$ cat src/rtl/sertx_pkg.sv
package sertx_pkg;

  typedef enum logic [2:0] {
    LEN_8        = 3'b000,
    LEN_12       = 3'b001,
    LEN_16       = 3'b010,
    LEN_24       = 3'b011,
    LEN_32_TRAIL = 3'b100,
    LEN_32_LEAD  = 3'b101,
    LEN_RSV_A    = 3'b110,
    LEN_RSV_B    = 3'b111
  } len_code_e;

  typedef enum logic [1:0] {
    PAD_NONE  = 2'd0,
    PAD_TRAIL = 2'd1,
    PAD_LEAD  = 2'd2
  } pad_e;

  typedef struct packed {
    logic [7:0] nbits;
    pad_e       pad;
  } word_fmt_t;

  // Reserved codes fall back to a full 24-bit word so the shifter always ends.
  function automatic word_fmt_t decode_len(input logic [2:0] code);
    word_fmt_t f;
    f.pad = PAD_NONE;
    unique case (len_code_e'(code))
      LEN_8:        f.nbits = 8'd8;
      LEN_12:       f.nbits = 8'd12;
      LEN_16:       f.nbits = 8'd16;
      LEN_32_TRAIL: begin f.nbits = 8'd32; f.pad = PAD_TRAIL; end
      LEN_32_LEAD:  begin f.nbits = 8'd32; f.pad = PAD_LEAD;  end
      default:      f.nbits = 8'd24;
    endcase
    return f;
  endfunction

endpackage

$ cat src/rtl/sertx_cfg.sv
module sertx_cfg #(
  parameter int LEN_W = 3
) (
  input  logic             clk,
  input  logic             rst_n,
  input  logic             soft_rst,
  input  logic             cfg_we,
  input  logic [LEN_W-1:0] cfg_len,
  input  logic             cfg_aux_sel,
  output logic [LEN_W-1:0] len_q,
  output logic             sel_q
);
  always_ff @(posedge clk or negedge rst_n) begin
    if (!rst_n) begin
      len_q <= '0;
      sel_q <= 1'b0;
    end else if (soft_rst) begin
      len_q <= '0;
      sel_q <= 1'b0;
    end else if (cfg_we) begin
      len_q <= cfg_len;
      sel_q <= cfg_aux_sel;
    end
  end
endmodule

$ cat src/rtl/sertx_framer.sv
module sertx_framer #(
  parameter int DATA_W = 24,
  parameter int PAD_W  = 8,
  parameter int CNT_W  = 6,
  localparam int FRAME_W = DATA_W + PAD_W
) (
  input  logic [2:0]         code,
  input  logic [DATA_W-1:0]  data,
  output logic [FRAME_W-1:0] frame,
  output logic [CNT_W-1:0]   nbits
);
  sertx_pkg::word_fmt_t fmt;

  always_comb begin
    fmt   = sertx_pkg::decode_len(code);
    nbits = CNT_W'(fmt.nbits);
    unique case (fmt.pad)
      sertx_pkg::PAD_TRAIL: frame = {data, {PAD_W{data[0]}}};
      sertx_pkg::PAD_LEAD:  frame = {{PAD_W{data[DATA_W-1]}}, data};
      default:              frame = {data, {PAD_W{1'b0}}};
    endcase
  end
endmodule

$ cat src/rtl/sertx_shift.sv
module sertx_shift #(
  parameter int FRAME_W = 32,
  parameter int CNT_W   = 6
) (
  input  logic               clk,
  input  logic               rst_n,
  input  logic               soft_rst,
  input  logic               load,
  input  logic [FRAME_W-1:0] frame,
  input  logic [CNT_W-1:0]   nbits,
  input  logic               bit_en,
  output logic               busy,
  output logic               sd,
  output logic               start
);
  logic [FRAME_W-1:0] sh_q;
  logic [CNT_W-1:0]   rem_q;
  logic               first_q;

  always_ff @(posedge clk or negedge rst_n) begin
    if (!rst_n) begin
      sh_q    <= '0;
      rem_q   <= '0;
      busy    <= 1'b0;
      first_q <= 1'b0;
    end else if (soft_rst) begin
      sh_q    <= '0;
      rem_q   <= '0;
      busy    <= 1'b0;
      first_q <= 1'b0;
    end else if (load) begin
      sh_q    <= frame;
      rem_q   <= nbits;
      busy    <= 1'b1;
      first_q <= 1'b1;
    end else if (busy && bit_en) begin
      sh_q    <= {sh_q[FRAME_W-2:0], 1'b0};
      rem_q   <= rem_q - CNT_W'(1);
      first_q <= 1'b0;
      if (rem_q == CNT_W'(1)) busy <= 1'b0;
    end
  end

  assign sd    = busy & sh_q[FRAME_W-1];
  assign start = busy & bit_en & first_q;
endmodule

$ cat src/rtl/sertx_aux.sv
module sertx_aux (
  input  logic sel,
  input  logic sync_mode,
  input  logic tx2_en,
  input  logic dir_out,
  input  logic flag,
  input  logic busy,
  output logic pin,
  output logic drive
);
  always_comb begin
    drive = sync_mode & ~tx2_en & dir_out;
    pin   = drive & (sel ? busy : flag);
  end
endmodule

$ cat src/rtl/ser_word_tx.sv
module ser_word_tx #(
  parameter int DATA_W = 24,
  parameter int PAD_W  = 8,
  localparam int FRAME_W = DATA_W + PAD_W,
  localparam int CNT_W   = $clog2(FRAME_W + 1)
) (
  input  logic              clk,
  input  logic              rst_n,
  input  logic              soft_rst,
  input  logic              cfg_we,
  input  logic [2:0]        cfg_len,
  input  logic              cfg_aux_sel,
  input  logic              in_valid,
  output logic              in_ready,
  input  logic [DATA_W-1:0] in_data,
  input  logic              bit_en,
  output logic              tx_sd,
  output logic              word_start,
  input  logic              sync_mode,
  input  logic              tx2_en,
  input  logic              aux_dir_out,
  input  logic              aux_flag,
  output logic              aux_pin,
  output logic              aux_drive
);
  logic [2:0]         cfg_len_q;
  logic               cfg_sel_q;
  logic [FRAME_W-1:0] frame;
  logic [CNT_W-1:0]   nbits;
  logic               busy;
  logic               accept;

  assign in_ready = ~busy;
  assign accept   = in_valid & in_ready;

  sertx_cfg #(.LEN_W(3)) u_cfg (
    .clk(clk), .rst_n(rst_n), .soft_rst(soft_rst),
    .cfg_we(cfg_we), .cfg_len(cfg_len), .cfg_aux_sel(cfg_aux_sel),
    .len_q(cfg_len_q), .sel_q(cfg_sel_q)
  );

  sertx_framer #(.DATA_W(DATA_W), .PAD_W(PAD_W), .CNT_W(CNT_W)) u_framer (
    .code(cfg_len_q), .data(in_data), .frame(frame), .nbits(nbits)
  );

  sertx_shift #(.FRAME_W(FRAME_W), .CNT_W(CNT_W)) u_shift (
    .clk(clk), .rst_n(rst_n), .soft_rst(soft_rst),
    .load(accept), .frame(frame), .nbits(nbits), .bit_en(bit_en),
    .busy(busy), .sd(tx_sd), .start(word_start)
  );

  sertx_aux u_aux (
    .sel(cfg_sel_q), .sync_mode(sync_mode), .tx2_en(tx2_en),
    .dir_out(aux_dir_out), .flag(aux_flag), .busy(busy),
    .pin(aux_pin), .drive(aux_drive)
  );
endmodule

$ cat config.mk
export PLATFORM = sky130hd
export DESIGN_NAME = ser_word_tx
export DESIGN_NICKNAME = d
export VERILOG_FILES = /design/src/rtl/sertx_pkg.sv /design/src/rtl/sertx_cfg.sv /design/src/rtl/sertx_framer.sv /design/src/rtl/sertx_shift.sv /design/src/rtl/sertx_aux.sv /design/src/rtl/ser_word_tx.sv
export SDC_FILE = /design/constraint.sdc
export NUM_CORES = 1
export LEC_CHECK = 0
export ABC_CLOCK_PERIOD_IN_PS = 2700
export BUFFER_PORTS_ARGS = -buffer_cell sky130_fd_sc_hd__buf_2
export CORE_MARGIN = 2
export CORE_UTILIZATION = 55
export CTS_BUF_LIST = sky130_fd_sc_hd__clkbuf_16
export DETAILED_ROUTE_END_ITERATION = 12
export PLACE_DENSITY_LB_ADDON = 0.15
export RECOVER_POWER = 50
export SYNTH_ARGS = -nofsm -noshare
export SYNTH_HDL_FRONTEND = slang
export SYNTH_SLANG_ARGS = --single-unit
$ cat constraint.sdc
create_clock -name clk -period 2.7 [get_ports clk]
set_input_delay 0.27 -clock clk [delete_from_list [all_inputs] [get_ports clk]]
set_output_delay 0.27 -clock clk [all_outputs]
set_load 0.03 [all_outputs]
* Yosys cells after proc, flatten, opt, wreduce, memory -nomap -nowiden
Index checks and enable logic that the tools add are counted.
** Word-level totals
- Register bits :: 44
** Cells by class
- $add $sub $neg :: 1
- Equality and inequality tests :: 7
- Mux-type cells :: 21
- Bitwise logic cells :: 9
- Reduce and logical (&&, ||, !) cells :: 7
** Operators with widths (number)
- two-way mux 32 bit :: 3
- one-hot mux 31 bit (2 select lines) :: 1
- one-hot mux 6 bit (4 select lines) :: 1
- two-way mux 6 bit :: 3
- two-way mux 1 bit :: 10
- bitwise AND 1 bit :: 7
- equality test 3 bit, second input constant :: 2
- equality test 6 x 1 -> 1 bit, second input constant :: 1
- two-way mux 3 bit :: 2
- nonzero test 3 bit :: 2
- subtractor 6 x 1 -> 6 bit, second input constant :: 1
- one-hot mux 2 bit (2 select lines) :: 1
- equality test 3 x 1 -> 1 bit, second input constant :: 1
- equality test 3 x 2 -> 1 bit, second input constant :: 1
- logical NOT 3 bit :: 1
- equality test 2 x 1 -> 1 bit, second input constant :: 1
- equality test 2 bit, second input constant :: 1
- NOT 1 bit :: 2
- AND reduction 2 bit :: 1
- nonzero test 2 bit :: 1
- OR reduction 2 bit :: 1
- logical AND 1 bit :: 1

* Longest topological paths before layout
- Word-level depth :: 6
- Depth in mapped cells :: 8
- Mapped depth without buffers :: 6

* By module
A second synthesis with hierarchy kept.
** Unflattened totals
- Cells, all modules :: 321
- Area, all modules :: 2727.6 sq um
** Modules (own cells, without submodules)
- sertx_shift :: times used 1, cells an instance 229, area each 2047.0 sq um
- sertx_framer :: times used 1, cells an instance 73, area each 483.0 sq um
- sertx_cfg :: times used 1, cells an instance 13, area each 160.2 sq um
- sertx_aux :: times used 1, cells an instance 4, area each 27.5 sq um
- ser_word_tx :: times used 1, cells an instance 2, area each 10.0 sq um

* Worst setup path before layout
No wires, ideal clock.
- Kind :: register to register
- Start :: reg u_cfg.len_q[0]
- End :: reg u_shift.sh_q[20]
- Library setup time :: 147 ps
- Data arrival time :: 1800 ps
- Slack :: 753 ps
- Cell stages (with the launch flop) :: 9
- Clock period less this slack :: 1947 ps
- Cell sequence :: dfrtp_1 nor3b_1 inv_1 ha_1 buf_2 and2b_1 buf_2 a221oi_1 a311oi_1
** On the way
- Word-level cells in the longest chain between the ends :: 6
- Elaborated cells on any way between the ends :: 8
- Classes of those cells :: eq/ne: 4; mux: 4
** Ends and longest elaborated chain
- start: declaration :: RTL line sertx_cfg.sv:10 : output logic [LEN_W-1:0] len_q,
- start signal: assignment :: RTL line sertx_cfg.sv:21 : len_q <= cfg_len;
- equality test 3 bit :: RTL line sertx_pkg.sv:29 : unique case (len_code_e'(code))
- one-hot mux 2 bit (2 select lines) * :: RTL line sertx_pkg.sv:29
- equality test 2 bit / equality test 2 x 1 -> 1 bit (equally long branches) :: RTL line sertx_framer.sv:17 : unique case (fmt.pad)
- one-hot mux 31 bit (2 select lines) * :: RTL line sertx_framer.sv:17
- two-way mux 32 bit * :: RTL line sertx_shift.sv:31 : end else if (load) begin
- two-way mux 32 bit * :: RTL line sertx_shift.sv:26 : end else if (soft_rst) begin
- end signal: assignment :: RTL line sertx_shift.sv:32 : sh_q <= frame;
- end signal: assignment :: RTL line sertx_shift.sv:37 : sh_q <= {sh_q[FRAME_W-2:0], 1'b0};
- end: declaration :: RTL line sertx_shift.sv:16 : logic [FRAME_W-1:0] sh_q;
Every way passes the cells marked *; elsewhere a longest branch is shown, timed or not.
A chain may end at the register's enable or synchronous reset.

* Final worst setup path
- Start :: in soft_rst
- End :: reg u_shift.sh_q[4]
** On the way
- Word-level cells in the longest chain between the ends :: 1
- Elaborated cells on any way between the ends :: 2
- Classes of those cells :: mux: 1; reduce/logical: 1
** Ends and longest elaborated chain
- start: declaration :: RTL line ser_word_tx.sv:9 : input logic soft_rst,
- nonzero test 3 bit (no line) / two-way mux 32 bit (equally long branches)
Several ways; a longest one is shown, not always the timed one.

==> metrics.csv <==
metric,value,unit
area_growth,13.8,%
clock_sinks,44,
p_sw,437,uW
n_antenna_cell,0,
finalMaxSlewViolations,46,
dieHeight,71.0,um
outcome,"complete, but fails checks",
ys_ff_latch,44,
timing.final.crit_share,0.824,
setup_viol,0,
grt.total_usage,0.250,
peakVddDrop,0.000297,V
clock_latency,0.28,ns
synth_common_cells,"nand2_1, dfrtp_1, a311oi_1",
tns,0,ns
coreArea,0.00435,mm2
initial_core_util,0.568,
synth-edff-count,0,
synth_seq_area_share,0.445,
syn_area,0.00247,mm2
max_freq,450,MHz
p_leak,1.20,nW
fin_skew,0.00556,ns
ys_async_sr_fraction,1.00,
synthMostInstantiatedCell,nand2_1,
pwr-share-clk,0.410,
hold_buffers,0,
path_class,in2reg,
fill_cells,379,
drtIter0Drc,124,
synth_nets,314,
fin_ws,0.475,ns
power.internal,1.24,mW
ant_nets,0,
hpwlAfterDp,3860,um
cts_tree,built,
pwr-share-comb,0.146,
clk_pin_slew,0.06,ns
grt_overflow_total,0,
ys_types,37,
synth_top_cell_area_share,0.445,
wl_per_cell,17.1,um
grt_pass1_vias,2080,
yosys.area.top_type,dfrtp_1,
die_w,71.0,um
layout.nets,339,
ctsLongestPathBuffers,2,
io_pins,43,
drc,0,
globalplace.congestion,0.816,
cts_buffers,5,
viasPerCell,6.23,
routed_wl,5970,um
start_kind,input pin,
switching_share,0.261,
grt_pass1_wl,10100,um
ctsResizeCount,0,
netlist_instances,271,
antenna_found_initial,0,
portBuffers,42,
hp-class,in2async,
fin_crit,2.22,ns
dr.pass1.iters,4,
htree_levels,2,
cp-endpoint,u_shift.sh_q[4],
rows,24,
critPathMaxFanout,45,
grt_start_max_net_pins,53,
yosysWarningCount,0,
rsz0062_at_grt,no,
syn_avg_cell_area,9.12,um2
r2r_start,u_cfg.len_q[2],
rrSetupSlack,0.48,ns
max_slew_margin,-0.336,
worst_ep_arrival_time,2.39,ns
root_buffer,clkbuf_16,
violations,"capacitance limit, slew limit",
r2r_cells,6,
synth_ff_type,dfrtp_1,
tightest_slew,2.00,ns
post_cts_buffers,0,
dp_slack,0.568,ns
synthTopCellsByArea,"dfrtp_1, a311oi_1, nand2_1",
cp-startpoint,soft_rst,
crit_path_end_kind,register,
via_count,2175,
drive_above_1_share,0.178,
dieArea,0.00505,mm2
cp.required,2.87,ns
powerDensity,596,mW/mm2
maxCapViolations,1,
hold_viol_final,0,
rr_endpoint,u_shift.sh_q[16],
seq_power_share,0.444,
## metal layers
metal,GRT usage,routed length [um]
met3,0.0427,297
met4,0.0671,65
met5,0,0
met2,0.368,2740
met1,0.384,2870
## worst min path at each step
stage / depth (start not counted) / slack, ns / to / startpoint
after floorplan: 0 / -0.03 / u_cfg.len_q[0] / rst_n
final: 1 / 0.15 / u_shift.sh_q[29] / rst_n
after global placement: 1 / 0.49 / u_shift.sh_q[28] / rst_n
after detailed placement: 1 / 0.49 / u_shift.sh_q[28] / rst_n
after CTS: 1 / 0.19 / u_shift.sh_q[28] / rst_n
after global routing: 1 / 0.24 / u_shift.sh_q[28] / rst_n
## layout make-up
cell class                      count  area (um2)  area share
Multi-Input combinational cell    186        1190       0.424
Sequential cell                    44        1100       0.391
Timing Repair Buffer               46         238      0.0845
Clock buffer                        5         125      0.0445
Tap cell                           52        65.1      0.0231
Inverter                           13        48.8      0.0173
Clock inverter                      3        42.5      0.0151
## registers in the layout, indices dropped and copies added (netlist names)
| register | cells |
|---|---|
| u_shift.first_q | 1 |
| u_cfg.len_q | 3 |
| u_shift.sh_q | 32 |
| u_cfg.sel_q | 1 |
| u_shift.busy | 1 |
| u_shift.rem_q | 6 |
## critical path: stages
cell      delay [ns]
clkbuf_1        1.41
or4b_1          0.43
a21oi_1         0.09
o22a_1          0.18
## power by group through the flow
| stage | clock (mW) | combinational [mW] | sequential, mW |
|---|---|---|---|
| after floorplan | 0 | 0.168 | 0.745 |
| after global placement | 0 | 0.240 | 0.754 |
| after detailed placement | 0 | 0.244 | 0.756 |
| after CTS | 0.699 | 0.246 | 0.744 |
| after global routing | 0.723 | 0.276 | 0.751 |
| final | 0.687 | 0.245 | 0.745 |
## layout by cell type (no fill, tap or decap), drive strengths merged, types with 5 or more instances in the layout
cell type,instances
o22a,7
clkbuf,7
nor2,12
buf,44
a21oi,9
a221oi,15
inv,13
ha,5
nor3,5
a211oi,16
mux2i,5
nand2,58
a311oi,26
dfrtp,44
## through the flow
stage | utilization | cell area [um2] | cells | power (mW) | hold slack, ns
after global routing | 0.646 | 2810 | 349 | 1.75 | 0.245
final | 0.646 | 2810 | 349 | 1.68 | 0.149
after global placement | 0.608 | 2650 | 341 | 0.994 | 0.490
after floorplan | - | 2470 | 271 | 0.912 | -0.0256
after detailed placement | 0.608 | 2650 | 341 | 1.00 | 0.487
after CTS | 0.647 | 2820 | 349 | 1.69 | 0.189
## cell families after synthesis
| logic type | synth area share |
|---|---|
| XOR/XNOR | 0.00709 |
| AO/OA/AOI/OAI | 0.265 |
| multiplexers | 0.0202 |
| flip-flops | 0.445 |
| buffers and inverters | 0.0724 |
| adder cells (fa/ha/maj) | 0.0253 |
| AND/OR/NAND/NOR | 0.165 |
Power figures use the tool's default switching activity.
